`src/rtl/eprom_pkg.sv`:
```
package eprom_pkg;

    localparam int ADDR_W = 16;
    localparam int DATA_W = 8;

    // Lines that must be low for identifier readout: all but 0 and 9.
    localparam logic [ADDR_W-1:0] ID_QUIET_MASK = ~(ADDR_W'(1) | (ADDR_W'(1) << 9));

    localparam logic [DATA_W-1:0] MFR_CODE = 8'h01;
    localparam logic [DATA_W-1:0] DEV_CODE = 8'h91;

    typedef enum logic [2:0] {
        MD_STANDBY,
        MD_READ,
        MD_OUT_OFF,
        MD_PROGRAM,
        MD_INHIBIT,
        MD_IDENT
    } eprom_mode_e;

endpackage

```
`src/rtl/eprom_mode_decode.sv`:
```
module eprom_mode_decode
    import eprom_pkg::*;
(
    input  logic              ce_n,
    input  logic              oe_n,
    input  logic              vpp_hi,
    input  logic              id_hi,
    input  logic [ADDR_W-1:0] addr,
    output eprom_mode_e       mode
);

    logic id_pattern;

    assign id_pattern = id_hi && ((addr & ID_QUIET_MASK) == '0);

    always_comb begin
        unique casez ({vpp_hi, ce_n, oe_n})
            3'b10?:  mode = MD_PROGRAM;
            3'b11?:  mode = MD_INHIBIT;
            3'b01?:  mode = MD_STANDBY;
            3'b001:  mode = MD_OUT_OFF;
            3'b000:  mode = id_pattern ? MD_IDENT : MD_READ;
            default: mode = MD_STANDBY;
        endcase
    end

endmodule

```
`src/rtl/eprom_cell_array.sv`:
```
module eprom_cell_array
    import eprom_pkg::*;
#(
    parameter int DEPTH = 256,
    localparam int IDX_W = (DEPTH > 1) ? $clog2(DEPTH) : 1
)(
    input  logic              clk,
    input  logic              rst_n,
    input  logic              prog_i,
    input  logic [IDX_W-1:0]  idx_i,
    input  logic [DATA_W-1:0] din_i,
    output logic [DATA_W-1:0] rd_o
);

    logic [DATA_W-1:0] cells [DEPTH];

    always_ff @(posedge clk or negedge rst_n) begin
        if (!rst_n) begin
            for (int i = 0; i < DEPTH; i++) begin
                cells[i] <= '1;
            end
        end else if (prog_i) begin
            cells[idx_i] <= cells[idx_i] & din_i;
        end
    end

    assign rd_o = cells[idx_i];


    no_bit_set_chk: assert property (@(posedge clk) disable iff (!rst_n)
        prog_i |=> ((cells[$past(idx_i)] & ~$past(rd_o)) == '0));

endmodule

```
`src/rtl/eprom_id_sel.sv`:
```
module eprom_id_sel
    import eprom_pkg::*;
(
    input  logic              dev_sel,
    output logic [DATA_W-1:0] id_byte
);

    assign id_byte = dev_sel ? DEV_CODE : MFR_CODE;

endmodule

```
`src/rtl/eprom_ctrl.sv`:
```
module eprom_ctrl
    import eprom_pkg::*;
#(
    parameter int DEPTH = 256,
    localparam int IDX_W = (DEPTH > 1) ? $clog2(DEPTH) : 1
)(
    input  logic              clk,
    input  logic              rst_n,
    input  logic              ce_n,
    input  logic              oe_n,
    input  logic              vpp_hi,
    input  logic              id_hi,
    input  logic [ADDR_W-1:0] addr,
    input  logic [DATA_W-1:0] din,
    output logic [DATA_W-1:0] dout,
    output logic              dout_en
);

    eprom_mode_e       cur_mode;
    eprom_mode_e       next_mode;
    logic [DATA_W-1:0] cell_byte;
    logic [DATA_W-1:0] id_byte;
    logic              prog_now;

    eprom_mode_decode u_decode (
        .ce_n   (ce_n),
        .oe_n   (oe_n),
        .vpp_hi (vpp_hi),
        .id_hi  (id_hi),
        .addr   (addr),
        .mode   (next_mode)
    );

    assign prog_now = (next_mode == MD_PROGRAM);

    eprom_cell_array #(.DEPTH(DEPTH)) u_array (
        .clk    (clk),
        .rst_n  (rst_n),
        .prog_i (prog_now),
        .idx_i  (addr[IDX_W-1:0]),
        .din_i  (din),
        .rd_o   (cell_byte)
    );

    eprom_id_sel u_id (
        .dev_sel (addr[0]),
        .id_byte (id_byte)
    );

    // State register
    always_ff @(posedge clk or negedge rst_n) begin
        if (!rst_n) begin
            cur_mode <= MD_STANDBY;
        end else begin
            cur_mode <= next_mode;
        end
    end

    // Output register
    always_ff @(posedge clk or negedge rst_n) begin
        if (!rst_n) begin
            dout    <= '0;
            dout_en <= 1'b0;
        end else begin
            unique case (next_mode)
                MD_READ: begin
                    dout    <= cell_byte;
                    dout_en <= 1'b1;
                end
                MD_IDENT: begin
                    dout    <= id_byte;
                    dout_en <= 1'b1;
                end
                MD_STANDBY, MD_OUT_OFF, MD_PROGRAM, MD_INHIBIT: begin
                    dout    <= '0;
                    dout_en <= 1'b0;
                end
                default: begin
                    dout    <= '0;
                    dout_en <= 1'b0;
                end
            endcase
        end
    end


    read_drive_chk: assert property (@(posedge clk) disable iff (!rst_n)
        (!ce_n && !oe_n && !vpp_hi) |=> dout_en);


    out_off_float_chk: assert property (@(posedge clk) disable iff (!rst_n)
        (!ce_n && oe_n && !vpp_hi) |=> (!dout_en && dout == '0));


    standby_float_chk: assert property (@(posedge clk) disable iff (!rst_n)
        (ce_n && !vpp_hi) |=> (!dout_en && dout == '0));


    prog_float_chk: assert property (@(posedge clk) disable iff (!rst_n)
        vpp_hi |=> !dout_en);


    mfr_code_chk: assert property (@(posedge clk) disable iff (!rst_n)
        (!ce_n && !oe_n && !vpp_hi && id_hi && (addr & ID_QUIET_MASK) == '0 && !addr[0])
        |=> (dout == 8'h01));


    id_parity_chk: assert property (@(posedge clk) disable iff (!rst_n)
        (cur_mode == MD_IDENT) |-> (^dout));

endmodule

```
`config.mk`:
```
export PLATFORM = sky130hd
export DESIGN_NAME = eprom_ctrl
export DESIGN_NICKNAME = d
export VERILOG_FILES = /design/src/rtl/eprom_pkg.sv /design/src/rtl/eprom_mode_decode.sv /design/src/rtl/eprom_cell_array.sv /design/src/rtl/eprom_id_sel.sv /design/src/rtl/eprom_ctrl.sv
export SDC_FILE = /design/constraint.sdc
export NUM_CORES = 2
export LEC_CHECK = 0
export ABC_AREA = 1
export BUFFER_PORTS_ARGS = -buffer_cell sky130_fd_sc_hd__buf_2
export CORE_MARGIN = 4
export CORE_UTILIZATION = 50
export DETAILED_ROUTE_END_ITERATION = 10
export PLACE_DENSITY = 0.66
export SLEW_MARGIN = 30
export SYNTH_ARGS = -nofsm -noshare
export SYNTH_HDL_FRONTEND = slang
export SYNTH_HIERARCHICAL = 1
export SYNTH_SLANG_ARGS = --single-unit
```
`constraint.sdc`:
```
create_clock -name clk -period 5.3 [get_ports clk]
set_clock_uncertainty 0.15 [all_clocks]
set_input_delay 0.265 -clock clk [delete_from_list [all_inputs] [get_ports clk]]
set_output_delay 0.265 -clock clk [all_outputs]
set_load 0.05 [all_outputs]
```
; ---- Yosys cells after proc, flatten, opt, wreduce, memory -nomap -nowiden
; Cells that the tools add are included.
[word_totals]
regBits = 2057
mem_bits_ro = 0
input_bits = 30
latch_bits = 0
ramBits = 0
n_memories = 0
output_inout_bits = 9
[classes]
n_mul = 0
n_shift = 0
n_lt_le_gt_ge = 2
mux = 11
n_div = 0
bitwise = 2
eq_ne = 7
n_reduce_logical = 5
addsub = 0
[ops]
columns = cell, count
row1 = $bwmux W2048, 1
row2 = $bmux W8 S8, 1
row3 = $demux W8 S8, 1
row4 = $mux W8, 4
row5 = $logic_not A16 Y1, 1
row6 = $pmux W8 S2, 1
row7 = $pmux W3 S5, 1
row8 = $ge A9 B9 Y1 const B, 1
row9 = $lt A9 B1 Y1 const B, 1
row10 = $not A8 Y9, 1
row11 = $and A8 B8 Y8, 1
row12 = $eq A3 B1 Y1 const B, 2
row13 = $eq A2 B2 Y1 const B, 2
row14 = $eq A3 B2 Y1 const B, 1
row15 = $eq A3 B3 Y1 const B, 1
row16 = $logic_not A3 Y1, 1
row17 = $mux W3, 1
row18 = $eq A2 B1 Y1 const B, 1
row19 = $logic_and A1 B1 Y1, 2
row20 = $reduce_or A2 Y1, 1
row21 = $mux W1, 1

; ---- Longest topological paths before layout
[depth]
ltp_word = 7
depth_mapped = 19
mapped_depth_nobuf = 15

; ---- By module
; The synthesis kept the hierarchy.
[modules_own_cells]
columns = module, cells_per_inst, area_per_inst_um2, seq_area_each_um2, instances
row1 = eprom_cell_array, 14911, 107309.2, 53811.6, 1
row2 = eprom_ctrl, 42, 435.4, 225.2, 1
row3 = eprom_mode_decode, 20, 82.6, 0.0, 1
row4 = eprom_id_sel, 10, 67.6, 0.0, 1

; ---- Worst setup path after synthesis
; No wires, ideal clock.
[synth_path]
path_type = input to register
startpoint = input port addr[15]
endpoint = register u_array/cells[704] in the netlist's numbering
setup_slack_ns = 2.733
n_path_buf = 3
path_stages = 13
t_arrival_ns = 2.339
t_required_ns = 5.072
setup_ns = 0.078
path_cell_list = or2_0 nor2_1 nand4_1 nand2_1 buf_6 nor3_4 inv_2 clkbuf_1 buf_1 nor3_1 inv_1 nand2_1 nand2_1
[synth_via]
elab_chain_cells = 5
[synth_lines]
columns = item, line_no
row1 = from (decl), eprom_ctrl.sv:13  ; input logic [ADDR_W-1:0] addr,
row2 = $logic_not A16 Y1, eprom_mode_decode.sv:14  ; assign id_pattern = id_hi && ((addr & ID_QUIET_MASK) == '0);
row3 = $logic_and A1 B1 Y1, eprom_mode_decode.sv:14
row4 = $mux W3, eprom_mode_decode.sv:22  ; 3'b000: mode = id_pattern ? MD_IDENT : MD_READ;
row5 = $pmux W3 S5, eprom_mode_decode.sv:17  ; unique casez ({vpp_hi, ce_n, oe_n})
row6 = named net next_mode[2], eprom_ctrl.sv:20  ; eprom_mode_e next_mode;
row7 = $eq A3 B2 Y1, eprom_ctrl.sv:34  ; assign prog_now = (next_mode == MD_PROGRAM);
row8 = named net prog_now, eprom_ctrl.sv:23  ; logic prog_now;
row9 = "to (signal, indexed assignment)", eprom_cell_array.sv:23  ; cells[idx_i] <= cells[idx_i] & din_i;
row10 = to (decl), eprom_cell_array.sv:15  ; logic [DATA_W-1:0] cells [DEPTH];
; The timed path passes the listed nets, and every way through them passes these cells.
; A chain may end at the register's enable or synchronous reset.

; ---- Worst setup path in the final report
[layout_path]
startpoint = input port vpp_hi
endpoint = register u_array/cells[437] in the netlist's numbering
[layout_via]
elab_chain_cells = 3
[layout_lines]
columns = item, line_no
row1 = from (decl), eprom_ctrl.sv:11  ; input logic vpp_hi,
row2 = $eq A3 B1 Y1 (tied with other cells), eprom_mode_decode.sv:17
row3 = $pmux W3 S5 (*), eprom_mode_decode.sv:17
row4 = named net next_mode[0], eprom_ctrl.sv:20
row5 = $eq A3 B2 Y1 (*), eprom_ctrl.sv:34
row6 = named net prog_now, eprom_ctrl.sv:23
; Mark *: on every way through the listed nets, which the timed path passes. The rest lies on a longest branch.

==> results.sh <==
export IMPL_area_taken_by_multi_input_logic_gates_mm2=0.04814
export IMPL_final_min_clock_period_ps=4128
export IMPL_cp_num_buf_inv=9
export IMPL_slowest_cell_on_crit_path="nor2_1"
export IMPL_slew_limit_headroom_pct=27.74
export IMPL_nNetsFinal=14690
export IMPL_clk_latency_ps=870
export IMPL_post_layout_total_power_uw=33480
export IMPL_reg2reg_slack_ps=1370
export IMPL_synth_ff_latch_count=2057
export IMPL_path_cells="dlygate4sd3_1 -> buf_2 -> inv_1 -> a21oi_1 -> dlygate4sd3_1 -> buf_4 -> inv_1 -> nor3_4 -> inv_8 -> nor2_1 -> clkinv_1 -> nor2_1 -> inv_1 -> nand2_1 -> nand2_1"
export IMPL_slew_violations=0
export IMPL_firstDrtPassIters=8
export IMPL_required_ps=5930
export IMPL_setup_total_negative_slack_ps=0
export IMPL_grt_pass1_wl_um=589000
export IMPL_syn_instance_count=14980
export IMPL_worst_setup_path_start_kind="input port"
export IMPL_routed_via_count=100300
export IMPL_tritoncts="yes"
export IMPL_hold_class="in2reg"
export IMPL_cts_max_level=4
export IMPL_post_route_cells_drive_above_1_share_pct=19.76
export IMPL_synth_lib_cells_used_distinct=28
export IMPL_core_area_mm2=0.2146
export IMPL_post_synthesis_sequential_area_ratio_pct=50.08
export IMPL_synth_adder_area_share_pct=0
export IMPL_grt_pass1_vias=95220
export IMPL_startpoint_to_endpoint_class_of_the_critical_path="in2reg"
export IMPL_final_area_mm2=0.1183
export IMPL_synth_edff_count=0
export IMPL_post_cts_repair_setup_buffers=0
export IMPL_place_hpwl_um=224700
export IMPL_total_leakage_power_uw=0.05756
export IMPL_wire_per_inst_um=21.83
export IMPL_cts_sinks=2057
export IMPL_rsz0062_at_grt="no"
export IMPL_drc=0
export IMPL_yosysWarningCount=6
export IMPL_placementRows=170
export IMPL_worst_slew_pin_transition_ps=1082
export IMPL_drt_iter0_drc=11860
export IMPL_critPathMostFrequentCell="inv_1"
export IMPL_synth_simple_gate_area_share_pct=43.55
export IMPL_gr_usage_all_layers_pct=33.78
export IMPL_gr_total_overflow=0
export IMPL_grt_max_degree=182
export IMPL_setup_violations_final=0
export IMPL_tritoncts_num_buffers=216
export IMPL_ir_worst_vdd_mv=0.3518
export IMPL_clk_pin_slew_ps=60
export IMPL_cp_end_kind="flip-flop"
export IMPL_area_delta_synth_final_pct=9.607
export IMPL_area_of_all_sequential_standard_cells_mm2=0.05404
export IMPL_cts_max_path_buffers=3
export IMPL_synth_compound_gate_area_share_pct=0.8952
export IMPL_route_final_wire_length_um=386000
export IMPL_pin_count=39
export IMPL_globalplace_congestion=0.9498
export IMPL_die_y_um=472.5
export IMPL_dpl_instance_area_mm2=0.1106
export IMPL_path_max_fanout=58
export IMPL_critPathArrivalTime_ps=4760
export IMPL_vias_per_cell=5.673
export IMPL_postSynth_asyncResetShare_pct=100.0
export IMPL_fillerInstances=20440
export IMPL_achievable_frequency_mhz=242.3
export IMPL_antenna_found_initial=9
export IMPL_largest_incremental_delay_on_the_critical_path_ps=800
export IMPL_synth_xor_xnor_area_share_pct=0
export IMPL_start_util_pct=50.27
export IMPL_io_buffer_count=37
export IMPL_floorplan_die_area_mm2=0.2233
export IMPL_power_per_cell_area_mw_per_mm2=283.1
export IMPL_synth_area_mm2=0.1079
export IMPL_ant_nets=0
export IMPL_die_width_um=472.5
export IMPL_run_status="finished, final reports clean"
export IMPL_cts_root_buf="clkbuf_16"
export IMPL_maxCapViolations=0
export IMPL_mean_instance_size_in_the_synthesized_netlist_um2=7.201
export IMPL_ctsResizeCount=0
export IMPL_dominant_combinational_cell_family_by_area_after_synthesis="simple AND/OR/NAND/NOR gates"
export IMPL_final_hold_violation_count=0
export IMPL_cp_top_family="buffers and inverters"
export IMPL_synth_mux_area_share_pct=0
export IMPL_final_critical_path_share_of_the_clock_period_pct=77.89
export IMPL_synth_top_flop_cell="dfstp_2"
final timing paths:
check	from	to	depth (start not counted)
min in group asynchronous	rst_n	u_array/cells[126]$_DFFE_PN1P_	2
min	addr[10]	dout[6]$_DFF_PN0_	9
min reg2reg	u_array/cells[1152]$_DFFE_PN1P_	u_array/cells[1152]$_DFFE_PN1P_	2
max	vpp_hi	u_array/cells[437]$_DFFE_PN1P_	15
max in group asynchronous	rst_n	u_array/cells[1357]$_DFFE_PN1P_	4
max reg2reg	u_array/cells[564]$_DFFE_PN1P_	dout[4]$_DFF_PN0_	16
worst register-to-register path: cells and delay by family (launching register included):
kind / cells / cell delay (ps)
buf+inv: 2 / 900
simple gates: 13 / 1830
flops: 1 / 360
compound gates: 1 / 590
where the power goes:
| group | switching, uW | internal [uW] |
|---|---|---|
| clock network | 6660 | 9360 |
| registers | 0.398 | 15800 |
| logic | 1470 | 205 |
| total | 8120 | 25400 |
cells by family after synthesis:
family / after synthesis
buffers and inverters: 1221
other: 2
AO/OA/AOI/OAI: 193
AND/OR/NAND/NOR: 11510
flip-flops: 2057
final cells by class:
class	count	share of cell area, %
inverters	330	1.086
multi-input cells	11710	40.70
well taps	2838	3.003
clock buffers	320	5.369
diodes	4	0.008464
clock inverters	74	0.8654
flip-flops and latches	2057	45.69
repair buffers	346	3.271
registers in the layout, indices dropped and copies added, names as in the netlist:
name	count
u_array/cells	2048
dout	8
dout_en	1
repair_timing:
item | in CTS | in global routing
hold endpoints to repair | 669 | 0
endpoints found under the setup margin | 0 | 0
hold buffers | 18 | 0
stage by stage:
stage | util (%) | std cells | hold WS [ps] | setup slack, ps
6_report | 55.10 | 17680 | 140.5 | 1172
2_1_floorplan | - | 14990 | -180.6 | 2733
5_1_grt | 55.10 | 17680 | 173.4 | 1027
3_3_place_gp | 51.54 | 17260 | 303.0 | 870.4
4_1_cts | 55.06 | 17670 | 67.23 | 1497
3_5_place_dp | 51.54 | 17260 | 306.0 | 894.5
per-layer routing:
layer	vias to the layer above	track usage [%]	wire length, um
met5	-	0	97
met4	14	16.96	22130
met3	925	7.327	39090
met2	4937	50.91	167100
met1	48210	46.07	157500
li1	46200	-	-
cell usage in the layout (no fill, tap or decap), types with 2 or more instances in the layout:
| cell | n |
|---|---|
| nand2_1 | 8843 |
| a21oi_1 | 33 |
| nor2_1 | 218 |
| nand2_8 | 8 |
| buf_8 | 10 |
| dfrtp_1 | 9 |
| nor2_2 | 23 |
| inv_6 | 6 |
| buf_12 | 94 |
| inv_8 | 2 |
| clkbuf_16 | 219 |
| nand3_1 | 2232 |
| inv_1 | 281 |
| conb_1 | 6 |
| clkinv_8 | 3 |
| nor3_2 | 130 |
| nand4_1 | 17 |
| clkinv_1 | 3 |
| o21ai_1 | 90 |
| clkbuf_1 | 52 |
| clkinv_2 | 39 |
| inv_16 | 2 |
| inv_4 | 3 |
| dfstp_2 | 2048 |
| buf_16 | 2 |
| nor2_4 | 4 |
| bufinv_16 | 23 |
| buf_2 | 26 |
| nor3_1 | 31 |
| dlygate4sd3_1 | 18 |
| inv_2 | 38 |
| o21ai_0 | 70 |
| diode_2 | 4 |
| clkinvlp_4 | 4 |
| buf_4 | 196 |
| clkbuf_8 | 49 |
synth_stat cells (3+ instances only):
cell type / count / area [um2]
dfrtp_1: 9 / 225.2
nand2_1: 8843 / 33190
dfstp_2: 2048 / 53810
inv_2: 36 / 135.1
nand2_2: 6 / 37.54
nand2_4: 3 / 33.78
clkinv_1: 4 / 15.01
buf_1: 97 / 364.1
a21oi_1: 33 / 165.2
nor3_1: 36 / 180.2
nor2_1: 222 / 833.3
buf_2: 196 / 980.9
buf_4: 191 / 1434
inv_1: 288 / 1081
buf_6: 44 / 495.5
nor2_2: 23 / 143.9
o21ai_0: 70 / 350.3
nand4_1: 17 / 106.4
nor3_2: 125 / 1251
o21ai_1: 90 / 450.4
nand3_1: 2232 / 11170
clkbuf_1: 362 / 1359
Note: power is estimated with default switching activity, not from simulation.
